===== config.mk =====
export PLATFORM = sky130hd
export DESIGN_NAME = pipe6_seq
export DESIGN_NICKNAME = d
export VERILOG_FILES = /design/src/rtl/pipe6_seq.sv
export SDC_FILE = /design/constraint.sdc
export NUM_CORES = 1
export LEC_CHECK = 0
export ABC_AREA = 1
export BUFFER_PORTS_ARGS = -buffer_cell sky130_fd_sc_hd__buf_4
export CAP_MARGIN = 5
export CORE_UTILIZATION = 54
export DETAILED_ROUTE_END_ITERATION = 10
export PLACE_DENSITY_LB_ADDON = 0.2
export SYNTH_ARGS = -nofsm -noshare
export SYNTH_HDL_FRONTEND = slang
export SYNTH_SLANG_ARGS = --single-unit
export TNS_END_PERCENT = 30

===== constraint.sdc =====
create_clock -name clk -period 4 [get_ports clk]
set_input_delay 0.4 -clock clk [delete_from_list [all_inputs] [get_ports clk]]
set_output_delay 0.4 -clock clk [all_outputs]
set_load 0.02 [all_outputs]

===== src/rtl/pipe6_seq.sv =====
module pipe6_seq #(
  parameter int IDW = 8,
  parameter int CW  = 16
) (
  input  logic             clk,
  input  logic             rst,
  input  logic [1:0]       mode,
  input  logic             start,
  input  logic             in_valid,
  input  logic [IDW-1:0]   in_id,
  output logic             take,
  output logic [6:0]       occ_vld,
  output logic [7*IDW-1:0] occ_id,
  output logic             ret_vld,
  output logic [IDW-1:0]   ret_id,
  output logic             stall,
  output logic [CW-1:0]    cyc_cnt
);
  localparam logic [1:0] M_SERIAL = 2'd0;
  localparam logic [1:0] M_DUAL   = 2'd3;

  logic           armed;
  logic           s1v, s2v, s3v, s5v, s6v;
  logic [IDW-1:0] s1i, s2i, s3i, s5i, s6i;
  logic [1:0]     uv, uage, done;
  logic [IDW-1:0] ui [2];
  logic           ptr, tgt, tgt_free, adv4, hold1, hold2, hold3, quiet;

  always_comb begin
    for (int j = 0; j < 2; j++)
      done[j] = uv[j] && (uage[j] || !mode[1]);
  end

  assign tgt      = (mode == M_DUAL) ? ptr : 1'b0;
  assign tgt_free = !uv[tgt] || done[tgt];
  assign adv4     = s3v && tgt_free;
  assign hold3    = s3v && !adv4;
  assign hold2    = s2v && hold3;
  assign hold1    = s1v && hold2;
  assign quiet    = !(s1v || s2v || s3v || uv[0] || uv[1] || s5v);
  assign take     = armed && in_valid && ((mode == M_SERIAL) ? quiet : !hold1);
  assign stall    = hold3;

  always_ff @(posedge clk) begin
    if (rst) begin
      armed   <= 1'b0;
      s1v     <= 1'b0;
      s2v     <= 1'b0;
      s3v     <= 1'b0;
      s5v     <= 1'b0;
      s6v     <= 1'b0;
      uv      <= '0;
      uage    <= '0;
      ptr     <= 1'b0;
      cyc_cnt <= '0;
    end else begin
      if (start) armed <= 1'b1;
      if (!hold1) begin
        s1v <= take;
        s1i <= in_id;
      end
      if (!hold2) begin
        s2v <= s1v;
        s2i <= s1i;
      end
      if (!hold3) begin
        s3v <= s2v;
        s3i <= s2i;
      end
      for (int j = 0; j < 2; j++) begin
        if (adv4 && (tgt == j[0])) begin
          uv[j]   <= 1'b1;
          uage[j] <= 1'b0;
          ui[j]   <= s3i;
        end else if (done[j]) begin
          uv[j] <= 1'b0;
        end else if (uv[j]) begin
          uage[j] <= 1'b1;
        end
      end
      if (adv4 && mode == M_DUAL) ptr <= !ptr;
      s5v <= |done;
      s5i <= done[1] ? ui[1] : ui[0];
      s6v <= s5v;
      s6i <= s5i;
      if (start) cyc_cnt <= '0;
      else if (take || !quiet) cyc_cnt <= cyc_cnt + 1'b1;
    end
  end

  assign occ_vld = {uv[1], s6v, s5v, uv[0], s3v, s2v, s1v};
  assign occ_id  = {ui[1], s6i, s5i, ui[0], s3i, s2i, s1i};
  assign ret_vld = s6v;
  assign ret_id  = s6i;
endmodule


# Word-level counts from Yosys, hierarchy flattened
# Memories as Yosys holds them, arrays and structs flattened.
# Cells that the tools add are included.
[classes]
n_mux = 20
shifts = 0
div_mod_pow = 0
mul = 0
n_addsub = 1
bitwise = 7
eq_ne = 1
n_reduce_logical = 39
n_lt_le_gt_ge = 1
[op_table]
columns = ["cell", "count"]
rows = [
  ["$mux W1", 18],
  ["$add A16 B1 Y16 const B", 1],
  ["$mux W8", 2],
  ["$logic_and A1 B1 Y1", 11],
  ["$reduce_and A2 Y1", 5],
  ["$logic_or A1 B1 Y1", 9],
  ["$reduce_or A2 Y1", 4],
  ["$reduce_or A8 Y1", 1],
  ["$not A1 Y1", 7],
  ["$logic_not A1 Y1", 6],
  ["$reduce_bool A2 Y1", 2],
  ["$eq A2 B2 Y1 const B", 1],
  ["$logic_not A2 Y1", 1],
  ["$lt A1 B2 Y1 const B", 1],
]
[word_totals]
mem_bits_ro = 0
ram_bits = 16
latch_bits = 0
ff_bits = 67
memories = 1
[mem_list]
columns = ["memory", "words", "width", "rd", "rd_ports_with_merged_regs", "write_ports", "line", "source"]
rows = [
  ["ui", 2, 8, 2, 0, 1, "26", "logic [IDW-1:0] ui [2];"],
]

# Depth between registers and ports, before layout
[depth]
word_depth = 15
mapped_depth = 11
mapped_depth_nobuf = 10

# Worst setup path before layout
# OpenSTA, ideal clock, no wires.
[synth_path]
path_kind = "register to output"
start = "reg uv[1]"
end = "out take"
arrival_time_ns = 1.424
required_ns = 3.600
path_slack_ns = 2.176
path_stages_with_launch = 9
cell_sequence = "dfxtp_1 nand3_1 nand2_1 nand2_2 nor2_4 nand3_4 nand2_4 buf_12 inv_1"
[synth_between]
elab_chain_cells = 12
elab_cells_between_ends = 18
cone_classes = "5 x mux; 13 x reduce/logical"
[synth_rtl]
columns = ["element", "line", "source"]
rows = [
  ["start, declared", "25", "logic [1:0] uv, uage, done;"],
  ["start signal, assigned", "52", "uv <= '0;"],
  ["start signal, assigned by index", "72", "uv[j] <= 1'b1;"],
  ["start signal, assigned by index", "76", "uv[j] <= 1'b0;"],
  ["$mux W1 (not written as such) or $logic_and A1 B1 Y1 (tied branches)", "35, 31", ""],
  ["$mux W1 (not written as such)", "35", "assign tgt_free = !uv[tgt] || done[tgt];"],
  ["$logic_not A1 Y1 or $mux W1 (tied branches)", "35", ""],
  ["$logic_or A1 B1 Y1 (*)", "35", ""],
  ["$logic_and A1 B1 Y1 (*)", "36", "assign adv4 = s3v && tgt_free;"],
  ["$logic_not A1 Y1 (*)", "37", "assign hold3 = s3v && !adv4;"],
  ["$logic_and A1 B1 Y1 (*)", "37", ""],
  ["net stall", "16", "output logic stall,"],
  ["$logic_and A1 B1 Y1 (*)", "38", "assign hold2 = s2v && hold3;"],
  ["$logic_and A1 B1 Y1 (*)", "39", "assign hold1 = s1v && hold2;"],
  ["$logic_not A1 Y1 (*)", "--", ""],
  ["$mux W1 (*)", "41", "assign take = armed && in_valid && ((mode == M_SERIAL) ? quiet : !hold1);"],
  ["$logic_and A1 B1 Y1 (*)", "41", ""],
  ["end, declared", "11", "output logic take,"],
]
# The timed path passes the listed nets; every way through them passes the cells marked *. The select of a mux whose other input is x is not followed.

# Worst setup path in the final report
[layout_path]
start = "reg uv[1]"
end = "out take"
[layout_between]
elab_chain_cells = 12
elab_cells_between_ends = 18
cone_classes = "5 x mux; 13 x reduce/logical"
[layout_rtl]
columns = ["element", "line"]
rows = [
  ["$mux W1 (not written as such) or $logic_and A1 B1 Y1 (tied branches)", "35, 31"],
  ["$mux W1 (not written as such)", "35"],
  ["$logic_not A1 Y1 or $mux W1 (tied branches)", "35"],
  ["$logic_or A1 B1 Y1", "35"],
  ["$logic_and A1 B1 Y1", "36"],
  ["$logic_not A1 Y1", "37"],
  ["$logic_and A1 B1 Y1", "37"],
  ["$logic_and A1 B1 Y1", "38"],
  ["$logic_and A1 B1 Y1", "39"],
  ["$logic_not A1 Y1", "--"],
  ["$mux W1 (*)", "41"],
  ["$logic_and A1 B1 Y1 (*)", "41"],
]
# Mark *: on every way between the ends. The rest lies on a longest branch, timed or not. The select of a mux whose other input is x is not followed.

==> out/metrics.cfg <==
[status]
status=completed

[clocking]
ctsLongestPathBuffers=2
cts-root-buf=clkbuf_8
cts_made_buffers=9
path_clk_slew_ns=0.08
insertion_delay_ns=0.34
cts_setup_buffers=0
cts_tree=yes
h-tree-depth=3
cts.sinks=83
holdBufCountCts=0
post_cts_resized=0

[global_route]
grt_pass1_wl_mm=10.3
antenna_found_initial=0
grt_pass1_vias=2109
grt_overflow=0
grt_usage_pct=21.8
grt_max_degree=22

[setup_path]
rr_startpoint=uage[1]
worstRegToRegCells=8
reg2reg_to=s1i[3]
critical_path_class=reg -> out
arrival_ns=1.73
path_max_fanout=19
end_kind=primary output
start_kind=register
critPathRequiredTime_ns=3.60
r2r_slack_ns=2.13

[placed_design]
gp_congestion=0.861
portBuffers=103
dp_hpwl_mm=4.71
dpl.cell_count=437
pre_cts_ws_ns=1.97
placement.cell_area_sq_um=4030

[route]
wl_per_cell_um=14.6
vias=2310
drtPass1Iterations=5
drt_iter0_markers=94
wirelength_mm=6.60
drt-vias-per-instance=5.10
drc=0
ant_nets=0

[hold_path]
min-delay-start=in_id[1]
hold_path.class=in -> reg
holdPathEnd=s1i[1]
holdPathStages=1

[timing]
fmax_mhz=469
finalClockSkew_ns=0.00734
tns_ns=0
finalSetupViolCount=0
hold_viol=0
tightest_slew_ns=0.799
finalWorstSetupSlack_ns=1.87
maxSlewViolCount=0
whs_ns=0.229
layout_min_cycle_time_ns=2.13
relSlewSlack_pct=46.8
rsz0062_at_grt=false
post-route-period-util_pct=53.3

[power]
p_comb_share_pct=7.5
p_total_mw=1.68
p_sw_share_pct=22.0
p_per_area_nw_per_um2=398
p_leak_nw=1.69
ir_drop_v=0.000235
p_clk_share_pct=35.3
internal_power_mw=1.31
power_frac_seq_pct=57.2
switchingPower_uw=369

[yosys]
ys_warn_count=0
syn_area_per_cell_sq_um=11.9
synth_seq_cells=83
synthesis.area_sq_um=3300
syn_inst=277
synth_area_leaders=edfxtp_1, dfxtp_1, nand2_1
ys_types=28
ys.flop_type=edfxtp_1
synth_top_area_cell=edfxtp_1
synth_nets=292
synth_top_area_share_pct=50.9
async_reset_ff_share_pct=0
yosysSeqAreaShare_pct=67.3
synth_edf_count=56

[finish]
fin_area_sq_um=4220
final_util_pct=71.3
n_antenna_cell=0
final_layout_size_suffix_gt1_share_pct=35.2
layoutNonFillerInstCount=453
fin_nets=388
areaGrowthSynthToFinish_pct=27.9
nFillCells=421

[run]
cap_violations=0

[floorplanning]
initial_core_util_pct=55.7
pin_count=104
die_h_um=80.2
core_sq_um=5920
die_w_um=80.2
die_area_sq_um=6430
rows=28

-- flip-flops by register name, summed over array words and instances (netlist names), 2 cells and up --
register and count:
cyc_cnt 16, ui 16, ret_id 8, s1i 8, s2i 8, s3i 8, s5i 8, uage 2
uv 2
-- worst max-delay path: stages (launching register included) --
cell and delay (ns):
dfxtp_1 0.42, nand3_1 0.12, nand2_1 0.11, nand2_2 0.08
nor2_4 0.14, nand3_4 0.09, nand2_4 0.21, inv_1 0.06
buf_4 0.16
-- layer usage --
layer | track usage (%) | up-vias | routed length [um]
li1 | - | 1123 | -
met1 | 26.7 | 1083 | 2760
met2 | 36.8 | 91 | 3300
met3 | 3.98 | 13 | 425
met4 | 11.1 | 0 | 109
met5 | 0 | - | 0
-- placed cells by master, fill, tap and decap left out, types with 10 or more instances in the layout --
master	instances
a21oi_1	21
buf_4	103
clkbuf_8	11
dfxtp_1	27
edfxtp_1	56
inv_1	24
nand2_1	36
nand3_1	26
nor2_1	26
xor2_1	10
-- cells in the mapped netlist, types with 4 or more instances --
library cell	count
mux2_2	8
xor2_1	10
xnor2_1	4
nand3_1	26
dfxtp_1	27
nor3_1	4
nand2_1	36
a21oi_1	21
inv_1	24
edfxtp_1	56
nor2_1	26
buf_4	13
-- power groups by stage --
stage               clock, mW  combinational (mW)  sequential [mW]
floorplan                   0              0.0443             1.01
global placement            0               0.126            0.979
detailed placement          0               0.127            0.980
CTS                     0.602               0.127            0.961
global route            0.633               0.135            0.964
finish                  0.592               0.126            0.961
-- worst max path at each step --
stage                     startpoint      to  slack, ns  cells after the start
after floorplan                uv[1]    take       2.18                      8
after CTS                      uv[1]    take       1.85                      8
after global placement       mode[1]  s1i[4]       2.03                      9
after detailed placement     mode[1]  s1i[0]       1.97                      8
final                          uv[1]    take       1.87                      8
after global routing           uv[1]    take       1.73                      8
-- logic make-up after synthesis --
| family | after synthesis | synth area share, % |
|---|---|---|
| simple gates | 101 | 14.2 |
| compound gates | 27 | 4.51 |
| buf+inv | 43 | 7.13 |
| fa+ha+maj | 1 | 0.379 |
| mux | 8 | 2.73 |
| xor+xnor | 14 | 3.71 |
| flops | 83 | 67.3 |
-- cell type report --
class / count / area [sq um] / share of cell area (%)
tap: 75 / 93.8 / 2.22
clock inverter: 3 / 37.5 / 0.889
multi-input combinational: 151 / 843 / 20.0
sequential: 83 / 2220 / 52.6
timing repair buffer: 103 / 773 / 18.3
inverter: 25 / 93.8 / 2.22
clock buffer: 13 / 159 / 3.76
Power figures use the tool's default switching activity.
